## config.mk

```make
export PLATFORM = sky130hd
export DESIGN_NAME = memErrRegs
export DESIGN_NICKNAME = d
export VERILOG_FILES = /design/src/rtl/memErrPkg.sv /design/src/rtl/memErrCounter.sv /design/src/rtl/memErrCtrl.sv /design/src/rtl/memErrDatapath.sv /design/src/rtl/memErrRegs.sv
export SDC_FILE = /design/constraint.sdc
export NUM_CORES = 1
export LEC_CHECK = 0
export CORE_UTILIZATION = 57
export CTS_CLUSTER_SIZE = 40
export DETAILED_ROUTE_END_ITERATION = 8
export HOLD_SLACK_MARGIN = 0.1
export PLACE_DENSITY = 0.86
export SYNTH_ARGS = -nofsm -noshare
export SYNTH_HDL_FRONTEND = slang
export SYNTH_SLANG_ARGS = --single-unit
export TNS_END_PERCENT = 20
```

## constraint.sdc

```tcl
create_clock -name clk -period 11.6 [get_ports clk]
set_input_delay 3.48 -clock clk [delete_from_list [all_inputs] [get_ports clk]]
set_output_delay 3.48 -clock clk [all_outputs]
set_load 0.01 [all_outputs]
```

## src/rtl/memErrPkg.sv

```systemverilog
package memErrPkg;
  localparam int MAX_CLASSES  = 2;
  localparam int CLASS_BASE   = 16;
  localparam int CLASS_STRIDE = 20;

  typedef enum logic [3:0] {
    SEL_NONE, SEL_INIT_CTRL, SEL_INIT_STAT, SEL_MEM_CFG, SEL_SPARE,
    SEL_FLAG, SEL_MASK, SEL_COUNT, SEL_STATUS, SEL_CLEAR
  } regSelT;

  typedef enum logic [1:0] {INIT_ARM, INIT_BUSY, INIT_DONE, INIT_OFF} initStateT;

  typedef struct packed {
    logic                   initCtrlWr;
    logic                   memCfgWr;
    logic                   spareWr;
    logic [MAX_CLASSES-1:0] maskWr;
    logic [MAX_CLASSES-1:0] clearWr;
    regSelT                 rdSel;
    logic                   rdClass;
    logic                   initBusyFlag;
    logic                   initDoneFlag;
  } ctrlStrobeT;
endpackage

```

## src/rtl/memErrCounter.sv

```systemverilog
module memErrCounter #(
  parameter int CNT_W = 16
) (
  input  logic             clk,
  input  logic             rstN,
  input  logic             event_i,
  input  logic             clear,
  output logic             flag,
  output logic [CNT_W-1:0] count,
  output logic             saturated
);
  logic             flagQ;
  logic [CNT_W-1:0] countQ;

  assign saturated = &countQ;

  always_ff @(posedge clk or negedge rstN) begin
    if (!rstN) begin
      flagQ  <= 1'b0;
      countQ <= '0;
    end else if (clear) begin
      // a same-cycle event survives the clear as the first new event
      flagQ  <= event_i;
      countQ <= event_i ? CNT_W'(1) : '0;
    end else if (event_i) begin
      flagQ <= 1'b1;
      if (!saturated) countQ <= countQ + CNT_W'(1);
    end
  end

  assign flag  = flagQ;
  assign count = countQ;
endmodule

```

## src/rtl/memErrCtrl.sv

```systemverilog
module memErrCtrl
  import memErrPkg::*;
#(
  parameter int ADDR_W      = 6,
  parameter int NUM_CLASSES = 2
) (
  input  logic              clk,
  input  logic              rstN,
  input  logic              apbSel,
  input  logic              apbEnable,
  input  logic              apbWrite,
  input  logic [ADDR_W-1:0] apbAddr,
  input  logic              skipInit,
  input  logic              memInitDone,
  output ctrlStrobeT        strobe,
  output logic              apbSlvErr,
  output logic              memInitReq
);
  regSelT    sel;
  logic      cls;
  logic      access;
  logic      wrHit;
  initStateT initState;

  always_comb begin
    logic [ADDR_W-1:0] rel;
    sel = SEL_NONE;
    cls = 1'b0;
    rel = '0;
    if (apbAddr[1:0] == 2'b00) begin
      if (apbAddr < ADDR_W'(CLASS_BASE)) begin
        case (apbAddr[3:2])
          2'd0:    sel = SEL_INIT_CTRL;
          2'd1:    sel = SEL_INIT_STAT;
          2'd2:    sel = SEL_MEM_CFG;
          default: sel = SEL_SPARE;
        endcase
      end else begin
        for (int c = 0; c < NUM_CLASSES; c++) begin
          rel = apbAddr - ADDR_W'(CLASS_BASE + c * CLASS_STRIDE);
          if (apbAddr >= ADDR_W'(CLASS_BASE + c * CLASS_STRIDE) &&
              rel < ADDR_W'(CLASS_STRIDE)) begin
            cls = 1'(c);
            case (rel[4:2])
              3'd0:    sel = SEL_FLAG;
              3'd1:    sel = SEL_MASK;
              3'd2:    sel = SEL_COUNT;
              3'd3:    sel = SEL_STATUS;
              default: sel = SEL_CLEAR;
            endcase
          end
        end
      end
    end
  end

  assign access    = apbSel & apbEnable;
  assign apbSlvErr = access & (sel == SEL_NONE);
  assign wrHit     = access & apbWrite & (sel != SEL_NONE);

  always_comb begin
    strobe            = '0;
    strobe.rdSel      = sel;
    strobe.rdClass    = cls;
    strobe.initCtrlWr = wrHit && sel == SEL_INIT_CTRL;
    strobe.memCfgWr   = wrHit && sel == SEL_MEM_CFG;
    strobe.spareWr    = wrHit && sel == SEL_SPARE;
    for (int c = 0; c < MAX_CLASSES; c++) begin
      strobe.maskWr[c]  = wrHit && sel == SEL_MASK  && cls == 1'(c);
      strobe.clearWr[c] = wrHit && sel == SEL_CLEAR && cls == 1'(c);
    end
    strobe.initBusyFlag = initState == INIT_BUSY;
    strobe.initDoneFlag = initState == INIT_DONE;
  end

  // init sequencing: the cycle after reset reads the skip bit's reset value
  always_ff @(posedge clk or negedge rstN) begin
    if (!rstN) initState <= INIT_ARM;
    else begin
      case (initState)
        INIT_ARM:  initState <= skipInit ? INIT_OFF : INIT_BUSY;
        INIT_BUSY: if (memInitDone) initState <= INIT_DONE;
        default:   initState <= initState;
      endcase
    end
  end

  assign memInitReq = initState == INIT_BUSY;
endmodule

```

## src/rtl/memErrDatapath.sv

```systemverilog
module memErrDatapath
  import memErrPkg::*;
#(
  parameter int DATA_W      = 32,
  parameter int CNT_W       = 16,
  parameter int MEM_CFG_W   = 8,
  parameter int NUM_CLASSES = 2,
  parameter bit NO_INIT     = 1'b0
) (
  input  logic                   clk,
  input  logic                   rstN,
  input  ctrlStrobeT             strobe,
  input  logic [DATA_W-1:0]      apbWdata,
  input  logic [MAX_CLASSES-1:0] evt,
  output logic [DATA_W-1:0]      apbRdata,
  output logic                   irq,
  output logic [MEM_CFG_W-1:0]   memCfg,
  output logic                   skipInit
);
  logic                   skipQ;
  logic [MEM_CFG_W-1:0]   memCfgQ;
  logic [DATA_W-1:0]      spareQ;
  logic [MAX_CLASSES-1:0] maskQ;
  logic [MAX_CLASSES-1:0] classFlag;
  logic [MAX_CLASSES-1:0] classSat;
  logic [CNT_W-1:0]       classCount [MAX_CLASSES];

  always_ff @(posedge clk or negedge rstN) begin
    if (!rstN) begin
      skipQ   <= NO_INIT;
      memCfgQ <= '0;
      spareQ  <= '0;
      maskQ   <= '0;
    end else begin
      if (strobe.initCtrlWr) skipQ   <= apbWdata[0];
      if (strobe.memCfgWr)   memCfgQ <= apbWdata[MEM_CFG_W-1:0];
      if (strobe.spareWr)    spareQ  <= apbWdata;
      for (int c = 0; c < MAX_CLASSES; c++)
        if (strobe.maskWr[c]) maskQ[c] <= apbWdata[0];
    end
  end

  for (genvar c = 0; c < MAX_CLASSES; c++) begin : gClass
    if (c < NUM_CLASSES) begin : gLive
      memErrCounter #(.CNT_W(CNT_W)) uCounter (
        .clk       (clk),
        .rstN      (rstN),
        .event_i   (evt[c]),
        .clear     (strobe.clearWr[c] & apbWdata[0]),
        .flag      (classFlag[c]),
        .count     (classCount[c]),
        .saturated (classSat[c])
      );
    end else begin : gAbsent
      assign classFlag[c]  = 1'b0;
      assign classCount[c] = '0;
      assign classSat[c]   = 1'b0;
    end
  end

  always_comb begin
    apbRdata = '0;
    case (strobe.rdSel)
      SEL_INIT_CTRL: apbRdata[0]   = skipQ;
      SEL_INIT_STAT: apbRdata[1:0] = {strobe.initDoneFlag, strobe.initBusyFlag};
      SEL_MEM_CFG:   apbRdata[MEM_CFG_W-1:0] = memCfgQ;
      SEL_SPARE:     apbRdata = spareQ;
      SEL_FLAG:      apbRdata[0] = classFlag[strobe.rdClass];
      SEL_MASK:      apbRdata[0] = maskQ[strobe.rdClass];
      SEL_COUNT:     apbRdata[CNT_W-1:0] = classCount[strobe.rdClass];
      SEL_STATUS:    apbRdata[1:0] = {classSat[strobe.rdClass],
                                      classFlag[strobe.rdClass] & ~maskQ[strobe.rdClass]};
      default:       apbRdata = '0;
    endcase
  end

  assign irq      = |(classFlag & ~maskQ);
  assign memCfg   = memCfgQ;
  assign skipInit = skipQ;
endmodule

```

## src/rtl/memErrRegs.sv

```systemverilog
module memErrRegs
  import memErrPkg::*;
#(
  parameter int ADDR_W    = 6,
  parameter int DATA_W    = 32,
  parameter int CNT_W     = 16,
  parameter int MEM_CFG_W = 8,
  parameter bit PARITY    = 1'b0,
  parameter bit NO_INIT   = 1'b0
) (
  input  logic                 clk,
  input  logic                 rstN,
  input  logic                 apbSel,
  input  logic                 apbEnable,
  input  logic                 apbWrite,
  input  logic [ADDR_W-1:0]    apbAddr,
  input  logic [DATA_W-1:0]    apbWdata,
  output logic [DATA_W-1:0]    apbRdata,
  output logic                 apbReady,
  output logic                 apbSlvErr,
  input  logic                 corrErr,
  input  logic                 uncorrErr,
  input  logic                 memInitDone,
  output logic                 irq,
  output logic                 memInitReq,
  output logic [MEM_CFG_W-1:0] memCfg
);
  localparam int NUM_CLASSES = PARITY ? 1 : 2;

  ctrlStrobeT strobe;
  logic       skipInit;

  memErrCtrl #(.ADDR_W(ADDR_W), .NUM_CLASSES(NUM_CLASSES)) uCtrl (
    .clk         (clk),
    .rstN        (rstN),
    .apbSel      (apbSel),
    .apbEnable   (apbEnable),
    .apbWrite    (apbWrite),
    .apbAddr     (apbAddr),
    .skipInit    (skipInit),
    .memInitDone (memInitDone),
    .strobe      (strobe),
    .apbSlvErr   (apbSlvErr),
    .memInitReq  (memInitReq)
  );

  memErrDatapath #(
    .DATA_W(DATA_W), .CNT_W(CNT_W), .MEM_CFG_W(MEM_CFG_W),
    .NUM_CLASSES(NUM_CLASSES), .NO_INIT(NO_INIT)
  ) uData (
    .clk      (clk),
    .rstN     (rstN),
    .strobe   (strobe),
    .apbWdata (apbWdata),
    .evt      ({uncorrErr, corrErr}),
    .apbRdata (apbRdata),
    .irq      (irq),
    .memCfg   (memCfg),
    .skipInit (skipInit)
  );

  assign apbReady = 1'b1;
endmodule

```

==> results by stage <==
Floorplanning:
- The row count is 32.
- The floorplan step defined a core boundary enclosing approximately 8000 µm².
- The floorplan step defined a die boundary enclosing 8720 µm².
- In this run the count of I/O pins placed on the die edge is 90.
- Measured along the x axis, the die boundary spans ~93 µm.
- The die is 93.4 µm tall.
- For this configuration, the core starts out at a cell density of 0.603.

Routing:
- Dividing the detail-routed via count by the number of cells gives 5.99.
- The routed design has 11,600 µm of wire.
- In this run, the number of DRC markers left after iteration 0 of detailed routing was 249.
- After detailed routing, the average wire length per cell comes to roughly 18 µm.
- The pre-antenna-repair detailed-routing pass consisted of 6 iterations.
- Across all layers, the routed design uses 3,860 vias.
- In this run the remaining antenna-violating nets after routing total 0.
- The residual DRC count is 0.

Pwr:
- The highest ir drop seen on vdd is 0.0871 mV.
- The part of the total power dissipated in combinational logic is 0.215.
- The switching share of total power is 0.316.
- The net load switching power is 0.221 mW.
- The share of total power dissipated in the clock network is 0.274.
- In this run the static leakage power is 2.55 nW.
- The design internal power is 0.478 mW.
- The sequential power share is 0.510.
- The areal power density over the cells is 120 nW/µm².

Worst setup path:
- Walking the worst path, the cells encountered are clkdlybuf4s50_1 -> inv_1 -> ha_1 -> nor4bb_2 -> or3_1 -> a311o_1 -> a22o_1 -> a21oi_1 -> nand3_1 -> o211ai_1 -> clkdlybuf4s50_1.
- The setup slack on the worst flop-to-flop path is 8.99 ns.
- The beginning of the worst register-to-register path is uData.gClass[0].gLive.uCounter.count[3].
- For the worst flop-to-flop path, the logic depth is 7.
- At the worst endpoint, the arrival time is about 7.6 ns.
- The most used cell along the critical path is clkdlybuf4s50_1.
- In this design, the largest share of critical-path delay is due to buffers and inverters.
- The critical setup path kind is in -> out.
- The slowest stage of the critical path belongs to the cell clkdlybuf4s50_1.
- The terminus of the critical flop-to-flop path is uData.gClass[0].gLive.uCounter.count[12].
- The kind of start point of the critical path is an input port.
- In this run the number of cells on the critical path is 11.
- STA classifies the critical path endpoint as an output port.
- The capture point of the critical path is apbRdata[1].
- Tracing the worst setup path back leads to its startpoint at apbAddr[4].
- Data on the critical path is required at its endpoint by 8.12 ns.
- The biggest fanout along the worst timing path is 15.
- Counting both buffers and inverters, the worst setup path holds a total of 3.
- The longest individual stage delay on the worst path is 0.66 ns.

Timing:
- The shortest period the worst path allows is ~11 ns.
- The final count of pins violating max slew is 0.
- For the pin with the worst max-slew slack, the measured transition is approximately 1.1 ns.
- The peak clock frequency supported by timing is 90.2 MHz.
- The number of hold-slack violations in the final timing report came to 0.
- For the final database, setup skew stands at around 0.013 ns.
- Setup repair after global routing left no endpoint under its margin.
- Of the available clock period, the critical path in the final layout requires 0.956.
- The aggregate negative setup slack is 0 ns.
- Setup violations remaining at the end of the flow were counted as 0.
- Headroom to the max-slew limit came out at 0.293.

Yosys:
- The number of nets produced by synthesis is ~500.
- The number of storage elements in the synthesis netlist is between 70 and 80.
- A synthesized cell averages 10.4 µm².
- The post-synthesis instance area is approximately 4800 µm².
- The number of instances in the synthesized netlist is 456.
- The post-synthesis async set-or-reset flop share is 1.00.
- In this run, synthesis inferred 0 flip-flops with an integrated enable.
- In this run, distinct cell masters in the synthesized netlist total 63.
- The total number of yosys warnings is 0.
- The prevailing post-synth register cell is dfrtp_1.
- The register area share after synthesis is 0.415.

Clock tree:
- Post-CTS repair changed the size of 0 cells.
- The total number of H-tree levels is 3.
- The CTS tree is yes.
- After clock tree synthesis, the clock-pin slew on the worst setup and hold paths is 0.09 ns.
- The tree is rooted in a clkbuf_8.
- The number of buffers between clock root and the deepest sink is 2.
- The buffer count from post-CTS setup fixing is 0.
- The tree built by TritonCTS fans out to 79 sinks.
- The later-pin clock latency in the skew report is 0.35 ns.
- The cts-stage hold buffer count is 0.
- The clock buffer count from CTS is 9.

Place:
- Once detailed placement completed, the half-perimeter wirelength came to roughly 8500 µm.
- During placement, the flow inserted port buffers numbering slightly below 90.
- Routability-driven placement finished with a final weighted congestion of slightly below 0.9.

Global route:
- The via count of the first global-routing pass is around 3,900.
- The maximum number of pins on one net before global-route repair is 80.
- The wire length of the first global-routing pass is between 15,000 and 20,000 µm.
- In the global route stage, overall resource usage came out at 0.286.
- The number of antenna violations at the first check in global routing is 0.
- For this run the aggregate overflow at the end of global routing stands at 0.

Final layout:
- The final core area utilization is 0.740.
- The antenna cell count is 0.
- In the final layout, the share of cells above drive strength 1 is 0.146.
- At the end of the flow, the number of nets in the layout was slightly below 600.
- The signed area change from the synthesized netlist to the final layout is 22.6%.

Hold path:
- The kind of path behind the tightest hold check is reg -> reg.

Status:
- The run finished with clean final reports.

Flow run:
- The number of max-cap violations is 0.
-- synth_stat cells, drive strengths merged, types with 2 or more instances --
| master | n | share of area |
|---|---|---|
| dfrtp | 79 | 0.42 |
| nor2 | 49 | 0.039 |
| mux2 | 47 | 0.13 |
| nand2 | 31 | 0.027 |
| o21ai | 23 | 0.024 |
| and2 | 18 | 0.024 |
| mux2i | 17 | 0.036 |
| xnor2 | 17 | 0.031 |
| inv | 14 | 0.011 |
| nand3 | 14 | 0.015 |
| buf | 13 | 0.021 |
| nand4 | 13 | 0.017 |
| xor2 | 13 | 0.024 |
| ha | 12 | 0.032 |
| nor3 | 11 | 0.014 |
| a22oi | 7 | 0.011 |
| clkbuf | 7 | 0.0055 |
| a21oi | 6 | 0.0063 |
| and4 | 6 | 0.011 |
| nor2b | 6 | 0.0079 |
| and3 | 5 | 0.0066 |
| o211ai | 5 | 0.0079 |
| o21a | 4 | 0.0063 |
| a211oi | 3 | 0.010 |
| nand2b | 3 | 0.0039 |
| nor4 | 3 | 0.0053 |
| or2 | 3 | 0.0039 |
| a31oi | 2 | 0.0026 |
| or3 | 2 | 0.0026 |
| or4 | 2 | 0.0039 |
-- power by group through the flow --
stage	sequential, mW	combinational (mW)	clock [mW]
floorplan	0.349	0.0975	0
global placement	0.358	0.143	0
detailed placement	0.360	0.149	0
CTS	0.356	0.150	0.195
global route	0.362	0.165	0.205
finish	0.357	0.151	0.192
-- area by class of cell --
cell class	instances	area, µm²
multi-input combinational	343	2600
fill	523	2050
sequential	79	1980
timing repair buffer	90	893
tap	102	128
clock buffer	9	124
clock inverter	7	56.3
inverter	14	52.6
-- state kept, by name (all words and copies together), names as in the netlist --
signal and flops:
uCtrl.initState 2, uData.gClass.gLive.uCounter.count 32, uData.gClass.gLive.uCounter.flag 2, uData.maskQ 2, uData.memCfg 8, uData.skipInit 1
uData.spareQ 32
-- placed cells by master, fill, tap and decap left out, types with 3 or more instances in the layout --
master and n:
a21oi_1 6, a22oi_1 7, and2_1 18, and3_1 5, and4_1 6, buf_4 3, clkbuf_8 9, clkdlybuf4s50_1 87
clkinvlp_4 3, dfrtp_1 79, ha_1 12, inv_1 14, mux2_2 17, mux2_4 30, mux2i_1 17, nand2_1 29
nand2b_1 3, nand3_1 14, nand4_1 13, nor2_1 48, nor2b_1 6, nor3_1 10, o211ai_1 5, o21a_1 4
o21ai_0 21, xnor2_1 17, xor2_1 13
-- through the flow --
step                      cells  setup WS [ns]  instance area, µm²  hold WS, ns  power, mW
after global routing        644          0.297                5830        0.525      0.732
after CTS                   644          0.555                5830        0.488      0.701
after floorplan             456           2.16                4760        0.452      0.447
final                       644          0.511                5830        0.488      0.699
after global placement      628          0.738                5650        0.462      0.500
after detailed placement    628          0.586                5650        0.468      0.510
-- layer usage --
layer / track usage / part of all wire / vias up
met2: 0.466 / 0.48 / 153
met1: 0.377 / 0.43 / 1902
met4: 0.0987 / 0.018 / 0
met3: 0.0626 / 0.079 / 25
met5: 0 / 0 / -
li1: - / - / 1780
-- worst reg2reg max path, delay by kind of cell (launching register included) --
kind            cells  cell delay, ns
compound gates      1            0.83
simple gates        5            1.08
flops               1            0.44
xor+xnor            1            0.15
-- how the worst min path moves through the flow --
stage / slack (ns) / depth (start not counted) / startpoint / to
2_1_floorplan: 0.45 / 1 / uCtrl.initState[1] / uCtrl.initState[1]
3_3_place_gp: 0.46 / 1 / uCtrl.initState[1] / uCtrl.initState[1]
3_5_place_dp: 0.47 / 1 / uCtrl.initState[1] / uCtrl.initState[1]
4_1_cts: 0.49 / 1 / uCtrl.initState[1] / uCtrl.initState[1]
5_1_grt: 0.53 / 1 / uData.spareQ[31] / uData.spareQ[31]
6_report: 0.49 / 1 / uCtrl.initState[1] / uCtrl.initState[1]
-- kinds of logic (layout without fill, tap and decap cells) --
group                    count (synthesis)  count (layout)  synth area share
AO/OA/AOI/OAI                           66              66            0.0994
XOR/XNOR                                30              30            0.0552
adder cells (fa/ha/maj)                 12              12            0.0316
buffers and inverters                   34             120            0.0379
flip-flops                              79              79             0.415
multiplexers                            64              64             0.171
other                                    1               1          0.000788
AND/OR/NAND/NOR                        170             170             0.189
(Power assumes the default switching activity.)
